--- src/rtl/ivt_pkg.sv ---
package ivt_pkg;
    // Interrupt event positions; the mask bits follow the same order.
    localparam int IRQ_HIT_FULL  = 0;
    localparam int IRQ_IFC_FULL  = 1;
    localparam int IRQ_PLL_LOST  = 2;
    localparam int IRQ_ALL_EMPTY = 3;
    localparam int IRQ_TIMER_END = 4;
    localparam int N_IRQ_EV      = 5;
    // Error event positions.
    localparam int ERR_HIT_FULL  = 0;
    localparam int ERR_IFC_FULL  = 1;
    localparam int ERR_PLL_LOST  = 2;
    localparam int N_ERR_EV      = 3;
endpackage

--- src/rtl/ivt_trigger_sel.sv ---
module ivt_trigger_sel (
    input  logic start_evt,
    input  logic stop_evt,
    input  logic arm_on_start,
    input  logic arm_on_stop,
    output logic trig
);
    always_comb begin
        trig = (start_evt && arm_on_start) || (stop_evt && arm_on_stop);
    end
endmodule

--- src/rtl/ivt_countdown.sv ---
module ivt_countdown #(
    parameter int PW = 13
) (
    input  logic          clk,
    input  logic          rst_n,
    input  logic          trig,
    input  logic [PW-1:0] period,
    input  logic          clr,
    output logic          busy,
    output logic          done
);
    typedef struct packed {
        logic          busy;
        logic [PW-1:0] cnt;
        logic          done;
    } cd_state_t;

    localparam logic [PW-1:0] ONE = PW'(1);

    cd_state_t st_d, st_q;

    always_comb begin
        st_d      = st_q;
        st_d.done = st_q.done & ~clr;
        if (st_q.busy) begin
            if (st_q.cnt <= ONE) begin
                st_d.busy = 1'b0;
                st_d.cnt  = '0;
                st_d.done = 1'b1;
            end else begin
                st_d.cnt = st_q.cnt - ONE;
            end
        end else if (trig) begin
            st_d.busy = 1'b1;
            st_d.cnt  = (period == '0) ? ONE : period;
        end
    end

    always_ff @(posedge clk or negedge rst_n) begin
        if (!rst_n) begin
            st_q <= '0;
        end else begin
            st_q <= st_d;
        end
    end

    assign busy = st_q.busy;
    assign done = st_q.done;
endmodule

--- src/rtl/ivt_masked_or.sv ---
module ivt_masked_or #(
    parameter int N = 5
) (
    input  logic         clk,
    input  logic         rst_n,
    input  logic [N-1:0] ev,
    input  logic [N-1:0] mask,
    output logic         flag
);
    logic flag_d, flag_q;

    always_comb begin
        flag_d = |(ev & mask);
    end

    always_ff @(posedge clk or negedge rst_n) begin
        if (!rst_n) begin
            flag_q <= 1'b0;
        end else begin
            flag_q <= flag_d;
        end
    end

    assign flag = flag_q;
endmodule

--- src/rtl/ivt_flag_unit.sv ---
module ivt_flag_unit
    import ivt_pkg::*;
#(
    parameter int PW     = 13,
    parameter int N_HIT  = 8,
    parameter int N_IFC  = 2
) (
    input  logic                clk,
    input  logic                rst_n,
    input  logic                start_evt,
    input  logic                stop_evt,
    input  logic                arm_on_start,
    input  logic                arm_on_stop,
    input  logic [PW-1:0]       period,
    input  logic                expiry_clr,
    input  logic [N_HIT-1:0]    hit_full,
    input  logic [N_IFC-1:0]    ifc_full,
    input  logic [N_HIT-1:0]    hit_empty,
    input  logic                pll_unlock,
    input  logic [N_IRQ_EV-1:0] irq_mask,
    input  logic [N_ERR_EV-1:0] err_mask,
    output logic                timer_busy,
    output logic                expiry_sticky,
    output logic                irq_flag,
    output logic                err_flag
);
    logic                trig;
    logic [N_IRQ_EV-1:0] irq_ev;
    logic [N_ERR_EV-1:0] err_ev;

    ivt_trigger_sel u_trig (
        .start_evt    (start_evt),
        .stop_evt     (stop_evt),
        .arm_on_start (arm_on_start),
        .arm_on_stop  (arm_on_stop),
        .trig         (trig)
    );

    ivt_countdown #(.PW(PW)) u_cd (
        .clk    (clk),
        .rst_n  (rst_n),
        .trig   (trig),
        .period (period),
        .clr    (expiry_clr),
        .busy   (timer_busy),
        .done   (expiry_sticky)
    );

    always_comb begin
        irq_ev                = '0;
        irq_ev[IRQ_HIT_FULL]  = |hit_full;
        irq_ev[IRQ_IFC_FULL]  = |ifc_full;
        irq_ev[IRQ_PLL_LOST]  = pll_unlock;
        irq_ev[IRQ_ALL_EMPTY] = &hit_empty;
        irq_ev[IRQ_TIMER_END] = expiry_sticky;
        err_ev                = '0;
        err_ev[ERR_HIT_FULL]  = |hit_full;
        err_ev[ERR_IFC_FULL]  = |ifc_full;
        err_ev[ERR_PLL_LOST]  = pll_unlock;
    end

    ivt_masked_or #(.N(N_IRQ_EV)) u_irq (
        .clk   (clk),
        .rst_n (rst_n),
        .ev    (irq_ev),
        .mask  (irq_mask),
        .flag  (irq_flag)
    );

    ivt_masked_or #(.N(N_ERR_EV)) u_err (
        .clk   (clk),
        .rst_n (rst_n),
        .ev    (err_ev),
        .mask  (err_mask),
        .flag  (err_flag)
    );
endmodule

--- config.mk ---
export PLATFORM = sky130hd
export DESIGN_NAME = ivt_flag_unit
export DESIGN_NICKNAME = d
export VERILOG_FILES = /design/src/rtl/ivt_pkg.sv /design/src/rtl/ivt_trigger_sel.sv /design/src/rtl/ivt_countdown.sv /design/src/rtl/ivt_masked_or.sv /design/src/rtl/ivt_flag_unit.sv
export SDC_FILE = /design/constraint.sdc
export NUM_CORES = 1
export LEC_CHECK = 0
export BUFFER_PORTS_ARGS = -buffer_cell sky130_fd_sc_hd__buf_2
export CAP_MARGIN = 10
export CELL_PAD_IN_SITES_DETAIL_PLACEMENT = 1
export CELL_PAD_IN_SITES_GLOBAL_PLACEMENT = 1
export CORE_MARGIN = 1
export CORE_UTILIZATION = 34
export CTS_BUF_LIST = sky130_fd_sc_hd__clkbuf_8
export CTS_CLUSTER_SIZE = 40
export DETAILED_ROUTE_END_ITERATION = 12
export PLACE_DENSITY = 0.92
export SLEW_MARGIN = 20
export SYNTH_ARGS = -nofsm -noshare
export SYNTH_HDL_FRONTEND = slang
export SYNTH_SLANG_ARGS = --single-unit
--- constraint.sdc ---
create_clock -name clk -period 2.05 [get_ports clk]
set_input_delay 0 -clock clk [delete_from_list [all_inputs] [get_ports clk]]
set_output_delay 0 -clock clk [all_outputs]
set_load 0.005 [all_outputs]
Word-level counts from Yosys, hierarchy flattened. Index checks and enable logic that the tools add are counted. Widths: inputs -> output; s select.

Bits in registers: 17. Output and inout bits: 4. Logic and storage cells: 28. Bits of input ports: 47.

Bitwise gates (word level): 4. Multiplexer cells: 7. Magnitude comparators: 1. Add/sub/neg operators: 1. Reductions and logical operators: 10.

Operators by type and width (count): $mux 14 (2); $mux 13 (2); $le 13x1->1 const B (1); $logic_not 13->1 (1); $sub 13x1->13 const B (1); $reduce_and 8->1 (1); $reduce_or 8->1 (1); $and 5x5->5 (1); $reduce_or 5->1 (1); $and 3x3->3 (1); $mux 1 (3); $reduce_or 3->1 (1); $logic_and 1x1->1 (2); $reduce_bool 2->1 (1); $reduce_or 2->1 (1); $and 1x1->1 (1); $logic_or 1x1->1 (1); $not 1->1 (1).

Depth between registers and ports, before layout.
Depth after elaboration: 4. Mapped depth: 8. Gate-level depth less buffers: 7.

By module. A second synthesis with hierarchy kept.

Cells, all modules: 123. Area, all modules: 1172.4 µm².

By module, submodules not included: ivt_countdown (instances 1, area each 1039.7 µm², seq. area each 375.4 µm², cells an instance 108); ivt_masked_or (u_irq) (instances 1, area each 46.3 µm², seq. area each 25.0 µm², cells an instance 4); ivt_flag_unit (instances 1, area each 38.8 µm², seq. area each 0.0 µm², cells an instance 7); ivt_masked_or (u_err) (instances 1, area each 38.8 µm², seq. area each 25.0 µm², cells an instance 3); ivt_trigger_sel (instances 1, area each 8.8 µm², seq. area each 0.0 µm², cells an instance 1).

Worst setup path after synthesis. OpenSTA, ideal clock, no wires.

Kind: reg-to-reg. Start: register u_cd.st_q[12] (netlist name). End: register u_cd.st_q[5] (netlist name). Cell stages (with the launch flop): 7. Setup slack: 229 ps. Buffers on the path: 1. Library setup time: 126 ps. Clock period less this slack: 1821 ps. Arrival time: 1695 ps. Cell sequence: dfrtp_1 > or4_4 > nor3_4 > a21o_4 > buf_6 > a21oi_2 > a311o_1.

Longest elaborated chain between the ends: 3.

RTL lines: start, declared (RTL line ivt_countdown.sv:20) `cd_state_t st_d, st_q;`; start signal, assigned (RTL line ivt_countdown.sv:43) `st_q <= st_d;`; $le 13x1->1 (RTL line ivt_countdown.sv:26) `if (st_q.cnt <= ONE) begin`; $mux 13 (RTL line ivt_countdown.sv:26); $mux 14 (RTL line ivt_countdown.sv:25) `if (st_q.busy) begin`.

Every way passes these cells. A chain may end at the register's enable or synchronous reset.

Worst setup path in the final report.
Start: register u_cd.st_q[7] (netlist name). End: register u_cd.st_q[5] (netlist name).

The elaborated chain is that of the path after synthesis.

==> reports/summary.txt <==
num rows -> 20
post-CTS sizing -> 0
share of cells above drive strength 1 -> 33.7%
GR met3 Demand/Resource -> 3.93%
Max Slew Vio Count -> 0
postcts setup bufs -> 0
Max Cap Viol -> 0
largest net degree at the start of global routing -> 18
core area -> 3100 sq um
post-synth top area share -> 37.7%
arrival time worst endpoint -> 2.04 ns
Synth area leaders -> dfrtp_1, nand2_1, nand3_1
cell count after synthesis -> 129
Seq cells post-synth -> 17
via-per-instance ratio -> 5.58
Cell Area, Synth -> 1130 sq um
DP Area -> 1450 sq um
DRC viols -> 0
crit end category -> register
Pre-antenna DRT Iters -> 4
Worst-Skew Late Latency -> 0.26 ns
initial antenna violation count -> 0
Avg Cell Area, Syn -> 8.76 sq um
clk_skew -> 0.00511 ns
utilization after layout -> 50.8%
clock network fraction of total power -> 28.6%
pwr dens -> 586 nW/um^2
internal power -> 629 uW
worst ir drop on vdd -> 243 uV
RePlAce Congestion -> 0.915
Port Buf Inserts -> 50
Clock Tree Root -> clkbuf_8
maximum buffer depth of the clock tree -> 2
CTS tree -> yes
synthesis-to-finish area growth -> 39.5%
final setup vio count -> 0
Crit path required time -> 2.20 ns
crit path launch type -> register
initial core utilization -> 36.4%
total negative slack -> 0 ns
P_sw -> 295 uW
DPL Wire Length -> 3050 microns
status -> finished, violations left
post-synth top area cell -> dfrtp_1
sequential power share -> 49.7%
Hold Path Class -> in2reg
sequential share of the synthesized area -> 37.7%
Logic pwr share -> 21.6%
most frequent cell after synthesis -> nand2_1
Mapped Nets -> 178
Fillers -> 412
Least-Margin Pin Slew -> 0.753 ns
CTS Hold Bufs -> 8
vias -> 1323
first-pass GRT wire length -> 6490 microns
H-tree depth -> 1
CTS Sinks -> 17
Storage cell area -> 425 sq um
post-DR wirelength/cell -> 16.8 microns
met1 Use GR -> 30.9%
Synth top cells by count -> nand2_1, dfrtp_1, nand3_1
switching share of power -> 31.9%
Routed Antenna Nets -> 0
Die Y -> 59.6 microns
ys async rst share -> 100%
CTS Buf Count -> 3
Fin. Hold Viols -> 1
Ys Warns -> 0
ys flop type -> dfrtp_1
die area -> 3560 sq um
fin crit share -> 92.3%
Reg clk slew, reported paths -> 0.07 ns
Design Power -> 924 uW
most crowded layer after global routing -> met2
GR Util met2 -> 41.4%
fin crit period -> 1.89 ns
GR Overflow Total -> 0
hold_ws -> -0.00377 ns
Multi-input gate area -> 674 sq um
I/O Pins -> 51
crit path max fanout -> 12
fmax -> 0.529 GHz
Synth cell types -> 41
Post-synth EDFFs -> 0
Layout Nets -> 243
failing checks -> negative hold slack
RSZ-0062 raised after global routing -> no
Max-slew headroom -> 49.6%
Crit Path Class -> reg2reg
# diodes -> 0
chip width -> 59.6 microns
leakage power -> 0.689 nW
Design Area, Final -> 1580 sq um
DR iter-0 viols -> 64
GR Util All Layers -> 25.3%
overall routed net length -> 3980 microns
vias in the first global route -> 1406
[cell usage in the layout, fill, tap and decap left out, types with 2 or more instances in the layout]
cell           netlist  final
o31ai_1              2      2
nor3_1               6      6
ha_1                 2      2
buf_4                0      4
o21ai_1              2      2
clkbuf_8             0      3
a21o_1               3      3
dfrtp_1             17     17
buf_2                0     50
nand2_1             22     22
dlygate4sd3_1        0      8
xnor2_1              2      2
or3_1                5      5
nor2_1               6      6
nor4_1               4      4
o21ai_0              6      6
nand3_1              8      8
a22oi_1              4      4
and2_1               2      2
inv_1                4      4
mux2i_1              3      3
o22ai_1              3      3
a21oi_1              6      6
[area by class of cell]
| class | count | area share, % |
|---|---|---|
| inverters | 4 | 0.952 |
| flip-flops and latches | 17 | 27.0 |
| well taps | 44 | 3.49 |
| clock inverters | 1 | 0.317 |
| clock buffers | 3 | 2.62 |
| multi-input cells | 106 | 42.8 |
| repair buffers | 62 | 22.9 |
[sequential cells by signal, summed over array words and instances, names as in the netlist]
| name | cells |
|---|---|
| u_cd.busy | 1 |
| u_irq.flag | 1 |
| u_err.flag | 1 |
| u_cd.done | 1 |
| u_cd.st_q | 13 |
[path summary, 6_finish.rpt]
path	start	end	depth (start not counted)	slack (ns)
setup reg to reg	u_cd.st_q[7]	u_cd.st_q[5]	5	0.16
hold reg to reg	u_cd.st_q[13]	u_cd.st_q[13]	1	0.53
hold / removal	err_mask[2]	u_err.flag	3	-0.004
setup / recovery	u_cd.st_q[7]	u_cd.st_q[5]	5	0.16
max in group asynchronous	rst_n	u_cd.st_q[12]	2	1.56
min in group asynchronous	rst_n	u_cd.st_q[1]	2	0.19
[metrics by stage]
step                std cells  setup slack (ns)
floorplan                 129             0.229
global placement          225             0.244
detailed placement        225             0.168
CTS                       237             0.159
global route              237            0.0863
finish                    237             0.159
[routing by layer]
layer | routed length [microns] | vias up
li1 | - | 615
met5 | 0 | -
met4 | 173 | 0
met2 | 1980 | 60
met3 | 187 | 15
met1 | 1640 | 633
[cell families (layout without fill, tap and decap cells)]
kind of cell / count (synthesis) / after routing / share of synthesized area, %
XOR/XNOR: 3 / 3 / 2.33
AND/OR/NAND/NOR: 62 / 62 / 29.8
AO/OA/AOI/OAI: 36 / 36 / 22.7
adder cells (fa/ha/maj): 2 / 2 / 2.21
multiplexers: 3 / 3 / 2.66
buffers and inverters: 6 / 70 / 2.66
flip-flops: 17 / 17 / 37.7
[worst max-delay path, cell delays in order (launching register included)]
cell and delay, ns:
dfrtp_1 0.47, or4_4 0.54, nor3_4 0.23, a21o_4 0.24
a21oi_2 0.05, a311o_1 0.26
[power by group through the flow]
stage | Clock [mW] | Sequential [mW] | Combinational, mW
detailed placement | 0 | 0.464 | 0.189
CTS | 0.270 | 0.457 | 0.202
floorplan | 0 | 0.447 | 0.100
global placement | 0 | 0.455 | 0.174
global route | 0.283 | 0.467 | 0.221
finish | 0.265 | 0.460 | 0.200
Power figures use the tool's default switching activity.
